**config.mk**
```make
export PLATFORM = sky130hd
export DESIGN_NAME = swr_responder
export DESIGN_NICKNAME = d
export VERILOG_FILES = /design/src/rtl/swr_pkg.sv /design/src/rtl/swr_sync.sv /design/src/rtl/swr_rx.sv /design/src/rtl/swr_tx.sv /design/src/rtl/swr_responder.sv
export SDC_FILE = /design/constraint.sdc
export NUM_CORES = 1
export LEC_CHECK = 0
export CORE_ASPECT_RATIO = 1.4
export CORE_UTILIZATION = 57
export CTS_CLUSTER_DIAMETER = 80
export DETAILED_ROUTE_END_ITERATION = 8
export PLACE_DENSITY = 0.77
export SLEW_MARGIN = 0
export SYNTH_ARGS = -nofsm -noshare
export SYNTH_HDL_FRONTEND = slang
export SYNTH_HIERARCHICAL = 1
export SYNTH_SLANG_ARGS = --single-unit
```
**constraint.sdc**
```tcl
create_clock -name clk_i -period 3.05 [get_ports clk_i]
set_clock_uncertainty 0.15 [all_clocks]
set_input_delay 0.305 -clock clk_i [delete_from_list [all_inputs] [get_ports clk_i]]
set_output_delay 0.305 -clock clk_i [all_outputs]
set_load 0.01 [all_outputs]
```
**src/rtl/swr_pkg.sv**
```systemverilog
package swr_pkg;
  localparam logic [7:0] REQ_CHAR = 8'h50;
  // Last five samples of a valid request: stop bit followed by data bits 7..4, MSB first.
  localparam logic [4:0] REQ_TAIL = {1'b1, REQ_CHAR[7:4]};
  localparam int unsigned LOW_BITS = 5;  // start bit plus data bits 0..3 of REQ_CHAR

  typedef enum logic [1:0] {R_IDLE, R_LOW, R_SAMP, R_RECOV} rx_st_e;
  typedef enum logic [1:0] {T_IDLE, T_GAP, T_BIT} tx_st_e;

  function automatic logic [15:0] reply_frame(input logic [9:0] k);
    logic [7:0] b0, b1;
    b0 = {2'b01, k[5:0]};
    b1 = {4'b0100, k[9:6]};
    return {b1, b0};
  endfunction
endpackage

```
**src/rtl/swr_sync.sv**
```systemverilog
module swr_sync #(
  parameter int unsigned STAGES = 2,
  parameter logic        RST_VAL = 1'b1
) (
  input  logic clk_i,
  input  logic rst_ni,
  input  logic d_i,
  output logic q_o
);
  logic [STAGES-1:0] q;

  generate
    if (STAGES == 1) begin : g_one
      always_ff @(posedge clk_i or negedge rst_ni)
        if (!rst_ni) q <= RST_VAL;
        else         q <= d_i;
    end else begin : g_chain
      always_ff @(posedge clk_i or negedge rst_ni)
        if (!rst_ni) q <= {STAGES{RST_VAL}};
        else         q <= {q[STAGES-2:0], d_i};
    end
  endgenerate

  assign q_o = q[STAGES-1];
endmodule

```
**src/rtl/swr_rx.sv**
```systemverilog
module swr_rx
  import swr_pkg::*;
#(
  parameter int unsigned BIT_MIN = 26,
  parameter int unsigned BIT_MAX = 125,
  parameter int unsigned PW      = 7,
  parameter int unsigned LW      = 10,
  parameter int unsigned RW      = 11
) (
  input  logic          clk_i,
  input  logic          rst_ni,
  input  logic          en_i,
  input  logic          line_i,    // already synchronised
  output logic          req_o,
  output logic [PW-1:0] period_o,
  output logic          busy_o
);
  localparam logic [LW-1:0] LOW_MIN_C = LW'(LOW_BITS * BIT_MIN);
  localparam logic [LW-1:0] LOW_MAX_C = LW'(LOW_BITS * BIT_MAX + LOW_BITS - 1);
  localparam logic [RW-1:0] RECOV_C   = RW'(11 * BIT_MAX);

  rx_st_e        st_q;
  logic [LW-1:0] low_q;
  logic [2:0]    c5_q;
  logic [PW-1:0] per_q;
  logic [PW-1:0] tmr_q;
  logic [2:0]    idx_q;
  logic [4:0]    tail_q;
  logic [RW-1:0] hi_q;
  logic [4:0]    tail_nx;

  assign tail_nx = {line_i, tail_q[4:1]};

  always_ff @(posedge clk_i or negedge rst_ni) begin
    if (!rst_ni) begin
      st_q   <= R_IDLE;
      low_q  <= '0;
      c5_q   <= '0;
      per_q  <= '0;
      tmr_q  <= '0;
      idx_q  <= '0;
      tail_q <= '0;
      hi_q   <= '0;
      req_o  <= 1'b0;
    end else begin
      req_o <= 1'b0;
      if (!en_i) begin
        st_q <= R_IDLE;
      end else begin
        unique case (st_q)
          R_IDLE: if (!line_i) begin
            st_q  <= R_LOW;
            low_q <= LW'(1);
            c5_q  <= 3'd1;
            per_q <= '0;
          end
          R_LOW: begin
            if (line_i) begin
              if (low_q >= LOW_MIN_C && low_q <= LOW_MAX_C) begin
                st_q  <= R_SAMP;
                tmr_q <= per_q >> 1;
                idx_q <= '0;
              end else begin
                st_q <= R_RECOV;
                hi_q <= '0;
              end
            end else if (low_q > LOW_MAX_C) begin
              st_q <= R_RECOV;
              hi_q <= '0;
            end else begin
              low_q <= low_q + LW'(1);
              // running divide by five
              if (c5_q == 3'd4) begin
                c5_q  <= '0;
                per_q <= per_q + PW'(1);
              end else begin
                c5_q <= c5_q + 3'd1;
              end
            end
          end
          R_SAMP: begin
            if (tmr_q == '0) begin
              tail_q <= tail_nx;
              tmr_q  <= per_q - PW'(1);
              if (idx_q == 3'd4) begin
                if (!line_i) begin
                  st_q <= R_RECOV;
                  hi_q <= '0;
                end else begin
                  req_o <= (tail_nx == REQ_TAIL);
                  st_q  <= R_IDLE;
                end
              end else begin
                idx_q <= idx_q + 3'd1;
              end
            end else begin
              tmr_q <= tmr_q - PW'(1);
            end
          end
          R_RECOV: begin
            if (!line_i)              hi_q <= '0;
            else if (hi_q == RECOV_C) st_q <= R_IDLE;
            else                      hi_q <= hi_q + RW'(1);
          end
          default: st_q <= R_IDLE;
        endcase
      end
    end
  end

  assign period_o = per_q;
  assign busy_o   = (st_q != R_IDLE);
endmodule

```
**src/rtl/swr_tx.sv**
```systemverilog
module swr_tx
  import swr_pkg::*;
#(
  parameter int unsigned PW = 7
) (
  input  logic          clk_i,
  input  logic          rst_ni,
  input  logic          start_i,
  input  logic [PW-1:0] period_i,
  input  logic [9:0]    keys_i,
  output logic          line_o,
  output logic          oe_o,
  output logic          busy_o
);
  tx_st_e        st_q;
  logic [PW-1:0] per_q;
  logic [PW-1:0] tmr_q;
  logic          gap_q;
  logic [3:0]    bit_q;   // 0 start, 1..8 data, 9 stop
  logic          byte_q;
  logic [15:0]   frm_q;
  logic [7:0]    cur;
  logic [2:0]    di;

  assign cur = byte_q ? frm_q[15:8] : frm_q[7:0];
  assign di  = 3'(bit_q - 4'd1);

  always_ff @(posedge clk_i or negedge rst_ni) begin
    if (!rst_ni) begin
      st_q   <= T_IDLE;
      per_q  <= '0;
      tmr_q  <= '0;
      gap_q  <= 1'b0;
      bit_q  <= '0;
      byte_q <= 1'b0;
      frm_q  <= '0;
    end else begin
      unique case (st_q)
        T_IDLE: if (start_i) begin
          st_q  <= T_GAP;
          per_q <= period_i;
          tmr_q <= period_i - PW'(1);
          gap_q <= 1'b0;
          frm_q <= reply_frame(keys_i);
        end
        T_GAP: begin
          if (tmr_q == '0) begin
            tmr_q <= per_q - PW'(1);
            if (gap_q) begin
              st_q   <= T_BIT;
              bit_q  <= '0;
              byte_q <= 1'b0;
            end else begin
              gap_q <= 1'b1;
            end
          end else begin
            tmr_q <= tmr_q - PW'(1);
          end
        end
        T_BIT: begin
          if (tmr_q == '0) begin
            tmr_q <= per_q - PW'(1);
            if (bit_q == 4'd9) begin
              bit_q <= '0;
              if (byte_q) st_q <= T_IDLE;
              else        byte_q <= 1'b1;
            end else begin
              bit_q <= bit_q + 4'd1;
            end
          end else begin
            tmr_q <= tmr_q - PW'(1);
          end
        end
        default: st_q <= T_IDLE;
      endcase
    end
  end

  always_comb begin
    line_o = 1'b1;
    oe_o   = 1'b0;
    if (st_q == T_BIT) begin
      if (bit_q == 4'd0) begin
        line_o = 1'b0;
        oe_o   = 1'b1;
      end else if (bit_q == 4'd9) begin
        line_o = 1'b1;
        oe_o   = (tmr_q == per_q - PW'(1));  // stop level for one clock, then float
      end else begin
        line_o = cur[di];
        oe_o   = 1'b1;
      end
    end
  end

  assign busy_o = (st_q != T_IDLE);
endmodule

```
**src/rtl/swr_responder.sv**
```systemverilog
module swr_responder
  import swr_pkg::*;
#(
  parameter int unsigned CLK_HZ      = 100_000_000,
  parameter int unsigned BAUD_MIN    = 8000,
  parameter int unsigned BAUD_MAX    = 38400,
  parameter int unsigned SYNC_STAGES = 2
) (
  input  logic       clk_i,
  input  logic       rst_ni,
  input  logic       line_i,
  output logic       line_o,
  output logic       line_oe_o,
  input  logic       rx_i,
  input  logic [9:0] keys_i,
  output logic       chg_clr_o
);
  localparam int unsigned BIT_MIN = CLK_HZ / BAUD_MAX;
  localparam int unsigned BIT_MAX = CLK_HZ / BAUD_MIN;
  localparam int unsigned PW      = $clog2(BIT_MAX + 1);
  localparam int unsigned LW      = $clog2(LOW_BITS * BIT_MAX + LOW_BITS + 1);
  localparam int unsigned RW      = $clog2(11 * BIT_MAX + 1);

  logic          in_s;
  logic          req_w;
  logic [PW-1:0] per_w;
  logic          rx_busy_w;
  logic          tx_busy_w;

  // either source may carry the request; both idle high
  swr_sync #(.STAGES(SYNC_STAGES), .RST_VAL(1'b1)) u_sync (
    .clk_i (clk_i),
    .rst_ni(rst_ni),
    .d_i   (line_i & rx_i),
    .q_o   (in_s)
  );

  swr_rx #(
    .BIT_MIN(BIT_MIN), .BIT_MAX(BIT_MAX), .PW(PW), .LW(LW), .RW(RW)
  ) u_rx (
    .clk_i   (clk_i),
    .rst_ni  (rst_ni),
    .en_i    (!tx_busy_w),
    .line_i  (in_s),
    .req_o   (req_w),
    .period_o(per_w),
    .busy_o  (rx_busy_w)
  );

  swr_tx #(.PW(PW)) u_tx (
    .clk_i   (clk_i),
    .rst_ni  (rst_ni),
    .start_i (req_w),
    .period_i(per_w),
    .keys_i  (keys_i),
    .line_o  (line_o),
    .oe_o    (line_oe_o),
    .busy_o  (tx_busy_w)
  );

  assign chg_clr_o = req_w;
endmodule

```
Word-level counts from Yosys, hierarchy flattened
Cells that the tools add are included.
Widths: inputs -> output; s select.
{ "classes": {"order_cmp": 4, "n_reduce_logical": 27, "n_eq_ne": 36, "muxes": 80, "n_bitwise": 2, "n_addsub": 11} }
{ "ops": {"columns": ["operator", "n"], "rows": [
  ["$mux 18", 8],
  ["$mux 14", 9],
  ["$pmux 14 s2", 3],
  ["$sub 14x1->14 const B", 4],
  ["$pmux 18 s3", 1],
  ["$mux 16", 3],
  ["$pmux 16 s2", 1],
  ["$mux 2", 15],
  ["$logic_not 14->1", 2],
  ["$mux 3", 8],
  ["$reduce_and 6->1", 4],
  ["$mux 1", 19],
  ["$add 18x1->18 const B", 1],
  ["$eq 18x18->1 const B", 1],
  ["$ne 2x1->1 const B", 9],
  ["$add 16x1->16 const B", 1],
  ["$ge 16x14->1 const B", 1],
  ["$gt 16x16->1 const B", 1],
  ["$le 16x16->1 const B", 1],
  ["$mux 4", 4],
  ["$add 14x1->14 const B", 1],
  ["$eq 14x14->1", 1],
  ["$ne 2x2->1 const B", 7],
  ["$ne 3x2->1 const B", 4],
  ["31 further kinds", 51]
]} }
{ "word_totals": {"output_inout_bits": 3, "register_bits": 126, "wordCells": 177, "input_bits": 14} }

Logic depth before layout (Yosys ltp)
{ "logic_depth": {"depth_word": 6, "depth_mapped": 12, "depth_no_buf": 11} }

Modules after synthesis
Netlist, hierarchy kept.
{ "by_module_without_submodules": {"columns": ["module", "n_inst", "seq_area_each_um2", "area_each_um2", "cells_per_inst"], "rows": [
  ["swr_rx", 1, 1876.8, 4579.4, 522],
  ["swr_tx", 1, 1176.1, 3422.0, 392],
  ["swr_sync", 1, 52.6, 52.6, 2],
  ["swr_responder", 1, 0.0, 10.0, 2]
]} }

Worst setup path before layout
No wires, ideal clock.
{ "synth_path": {"path_type": "register to register", "from": "register u_rx.tmr_q[9]", "to": "register u_rx.tmr_q[12]", "slack_ns": 0.158, "arrival_ns": 2.616, "required_time_ns": 2.774, "period_less_slack_ns": 2.892, "stages_incl_launch_ff": 13, "setup_ns": 0.126, "path_buffers": 2, "cell_sequence": "dfrtp_1 > nor4_4 > and4_1 > buf_2 > buf_2 > a21oi_1 > ha_1 > nand2_1 > a211oi_1 > and4bb_1 > mux2i_1 > nor2_1 > a221o_1"} }
{ "synth_between": {"elab_chain_len": 3, "word_cells_on_any_way": 4, "cone_classes": "add/sub (1); mux (2); reduce/logical (1)"} }
{ "synth_lines": {"columns": ["item", "line", "source"], "rows": [
  ["start: declaration", "swr_rx.sv:26", "logic [PW-1:0] tmr_q;"],
  ["start signal: assignment", "swr_rx.sv:61", "tmr_q <= per_q >> 1;"],
  ["start signal: assignment", "swr_rx.sv:84", "tmr_q <= per_q - PW'(1);"],
  ["start signal: assignment", "swr_rx.sv:97", "tmr_q <= tmr_q - PW'(1);"],
  ["$sub 14x1->14 / $logic_not 14->1 (equally long branches)", "swr_rx.sv:97, swr_rx.sv:82", null],
  ["$mux 14 *", "swr_rx.sv:82", "if (tmr_q == '0) begin"],
  ["$pmux 14 s2 *", "swr_rx.sv:50", "unique case (st_q)"]
]} }
Mark *: on every way between the ends. The rest lies on a longest branch, timed or not.
A chain may end at the register's enable or synchronous reset.

Worst setup path after layout
{ "layout_path": {"from": "register u_tx.per_q[0]", "to": "output port line_oe_o"} }
{ "layout_between": {"elab_chain_len": 5} }
{ "layout_lines": {"columns": ["item", "line", "source"], "rows": [
  ["start: declaration", "swr_tx.sv:16", "logic [PW-1:0] per_q;"],
  ["start signal: assignment", "swr_tx.sv:41", "per_q <= period_i;"],
  ["$sub 14x1->14", "swr_tx.sv:88", "oe_o = (tmr_q == per_q - PW'(1));"],
  ["$eq 14x14->1", "swr_tx.sv:88", null],
  ["$mux 1", "swr_tx.sv:86", "end else if (bit_q == 4'd9) begin"],
  ["$mux 1", "swr_tx.sv:83", "if (bit_q == 4'd0) begin"],
  ["$mux 1", "swr_tx.sv:82", "if (st_q == T_BIT) begin"],
  ["end: declaration", "swr_responder.sv:13", "output logic line_oe_o,"]
]} }
No other way between the ends.

==> impl_metrics.tcl <==
set metrics [dict create \
    grt_usage 0.312 \
    drtPass1Iterations 5 \
    power_frac_comb 0.052 \
    p_int_w 0.00293 \
    fin_nets 1006 \
    path_clk_slew_ns 0.05 \
    status "complete, but fails checks" \
    max-clock-path-buffers 2 \
    die_x_um 102 \
    power_density_nw_per_um2 407 \
    relSlewSlack 0.274 \
    grt-ovfl-total 0 \
    finalCriticalPeriod_ns 3.35 \
    cts_buffers 17 \
    drc 0 \
    tightest_slew_ns 1.08 \
    final.setup.tns_ns -0.300 \
    fin_crit_sh 1.10 \
    gp_congestion 0.923 \
    start_util 0.582 \
    io_pins 17 \
    violations "negative setup slack" \
    core-area_sq_um 13800 \
    finalSetupViolCount 1 \
    antenna_left 0 \
    syn-num-nets 950 \
    arrival_ns 2.89 \
    io_buffers 16 \
    grt.busiest_layer "met2" \
    clk_latency_ns 0.43 \
    netlist_instances 917 \
    switching_share 0.228 \
    yosys_warnings 6 \
    setup_slack_ns -0.300 \
    final_util 0.675 \
    drive_gt1_frac 0.162 \
    cp_max_fo 2 \
    via_count 7365 \
    seq_power_share 0.454 \
    grt_max_degree 60 \
    tritoncts "built" \
    worst_hold_path_type "reg -> reg" \
    area_growth_pct 15.9 \
    met1_usage 0.358 \
    drt_wl_total_um 21100 \
    grt_pass1_vias 7149 \
    final_area_sq_um 9340 \
    peakVddDrop_v 0.000388 \
    cp-end-kind "output port" \
    cts.htree.levels 4 \
    postPlaceCellArea_sq_um 8760 \
    diodes 0 \
    dieArea_sq_um 14600 \
    fin_cells 1170 \
    fillCellCount 1107 \
    finalMaxSlewViolations 0 \
    cts_sinks 124 \
    place_hpwl_um 14600 \
    cap_viol_max_count 0 \
    max_freq_ghz 0.299 \
    finalHoldViolations 0 \
    rsz0062_at_grt "yes" \
    grt_use_met2 0.533 \
    p_sw_w 0.000866 \
    grt_antenna_before_repair 0 \
    cp_data_required_time_ns 2.59 \
    placedCellCount 1137 \
    grtUsageMet3 0.0553 \
    rows 51 \
    power_leakage_nw 4.15 \
    wl_per_cell_um 18.0 \
    syn-cell-area_sq_um 8060 \
    die_h_um 143 \
    p_clk_frac 0.494 \
    vias_per_cell 6.29 \
    syn_avg_cell_area_sq_um 8.79 \
    critical_path.startpoint_type "register" \
    drtIter0Drc 439 \
    grt_pass1_wl_um 34900 \
    root_buffer "clkbuf_16" \
    worst-setup-path-type "reg -> out" \
]
layer usage:
layer	vias to the layer above	share of wire
li1	3454	-
met1	3602	0.40
met2	233	0.51
met3	76	0.041
met4	0	0.048
met5	-	0
state kept, by name (all words and copies together), names as in the netlist, 2 cells and up:
signal         cells
u_rx/c5_q          3
u_rx/hi_q         18
u_rx/idx_q         3
u_rx/low_q        16
u_rx/period_o     14
u_rx/st_q          2
u_rx/tail_q        4
u_rx/tmr_q        14
u_sync/q           2
u_tx/bit_q         4
u_tx/frm_q        11
u_tx/per_q        14
u_tx/st_q          2
u_tx/tmr_q        14
layout by cell type, fill, tap and decap left out, types with 32 or more instances in the layout:
cell     count
o21ai_0     55
xor2_1      41
inv_1       34
nor2_1      79
buf_4       70
nand3_1     32
a21oi_1     53
nand2_1     82
nor3_1      34
dfrtp_1    121
power groups by stage:
stage / combinational (W) / clock, W / sequential (W)
after global placement: 0.000189 / 0 / 0.00175
after CTS: 0.000198 / 0.00191 / 0.00172
after global routing: 0.000227 / 0.00199 / 0.00173
final: 0.000198 / 0.00188 / 0.00173
after floorplan: 0.000113 / 0 / 0.00174
after detailed placement: 0.000193 / 0 / 0.00175
final timing paths:
kind                           startpoint            end  slack (ns)  cells past startpoint
setup / recovery            u_tx/per_q[0]      line_oe_o       -0.30                      9
hold / removal                u_sync/q[0]    u_sync/q[1]        0.20                      0
setup reg to reg           u_rx/tmr_q[11]  u_rx/tmr_q[4]        0.18                     11
hold reg to reg               u_sync/q[0]    u_sync/q[1]        0.20                      0
max in group asynchronous          rst_ni    u_sync/q[1]        1.71                      3
min in group asynchronous          rst_ni  u_tx/bit_q[1]        0.26                      2
worst max-delay path, cell delays in order (launching register included):
cell      delay (ns)
dfrtp_1         0.37
inv_1           0.06
ha_1            0.16
or4b_4          0.46
or3b_4          0.39
a32oi_1         0.20
o311ai_1        0.11
a2111o_1        0.31
o31ai_2         0.23
buf_2           0.17
stage by stage:
step / hold WS (ns) / setup WS, ns / total power [W]
floorplan: -0.141 / 0.158 / 0.00185
global placement: 0.187 / -0.240 / 0.00194
detailed placement: 0.188 / -0.280 / 0.00194
CTS: 0.205 / -0.316 / 0.00383
global route: 0.210 / -0.436 / 0.00394
finish: 0.203 / -0.300 / 0.00380
what timing repair did:
item,in CTS,in global routing
resized for setup,9,1
setup endpoints to repair,2,2
hold endpoints to repair,41,0
pin swaps,1,2
buffers inserted,1,0
hold buffers,1,0
area by class of cell:
cell class	instances	area, sq um	share of cell area
repair buffers	87	699	0.0749
clock buffers	23	478	0.0512
clock inverters	8	67.6	0.00723
inverters	36	135	0.0145
multi-input cells	707	4620	0.495
flip-flops and latches	124	3110	0.333
well taps	185	231	0.0248
Note: power is estimated with default switching activity, not from simulation.
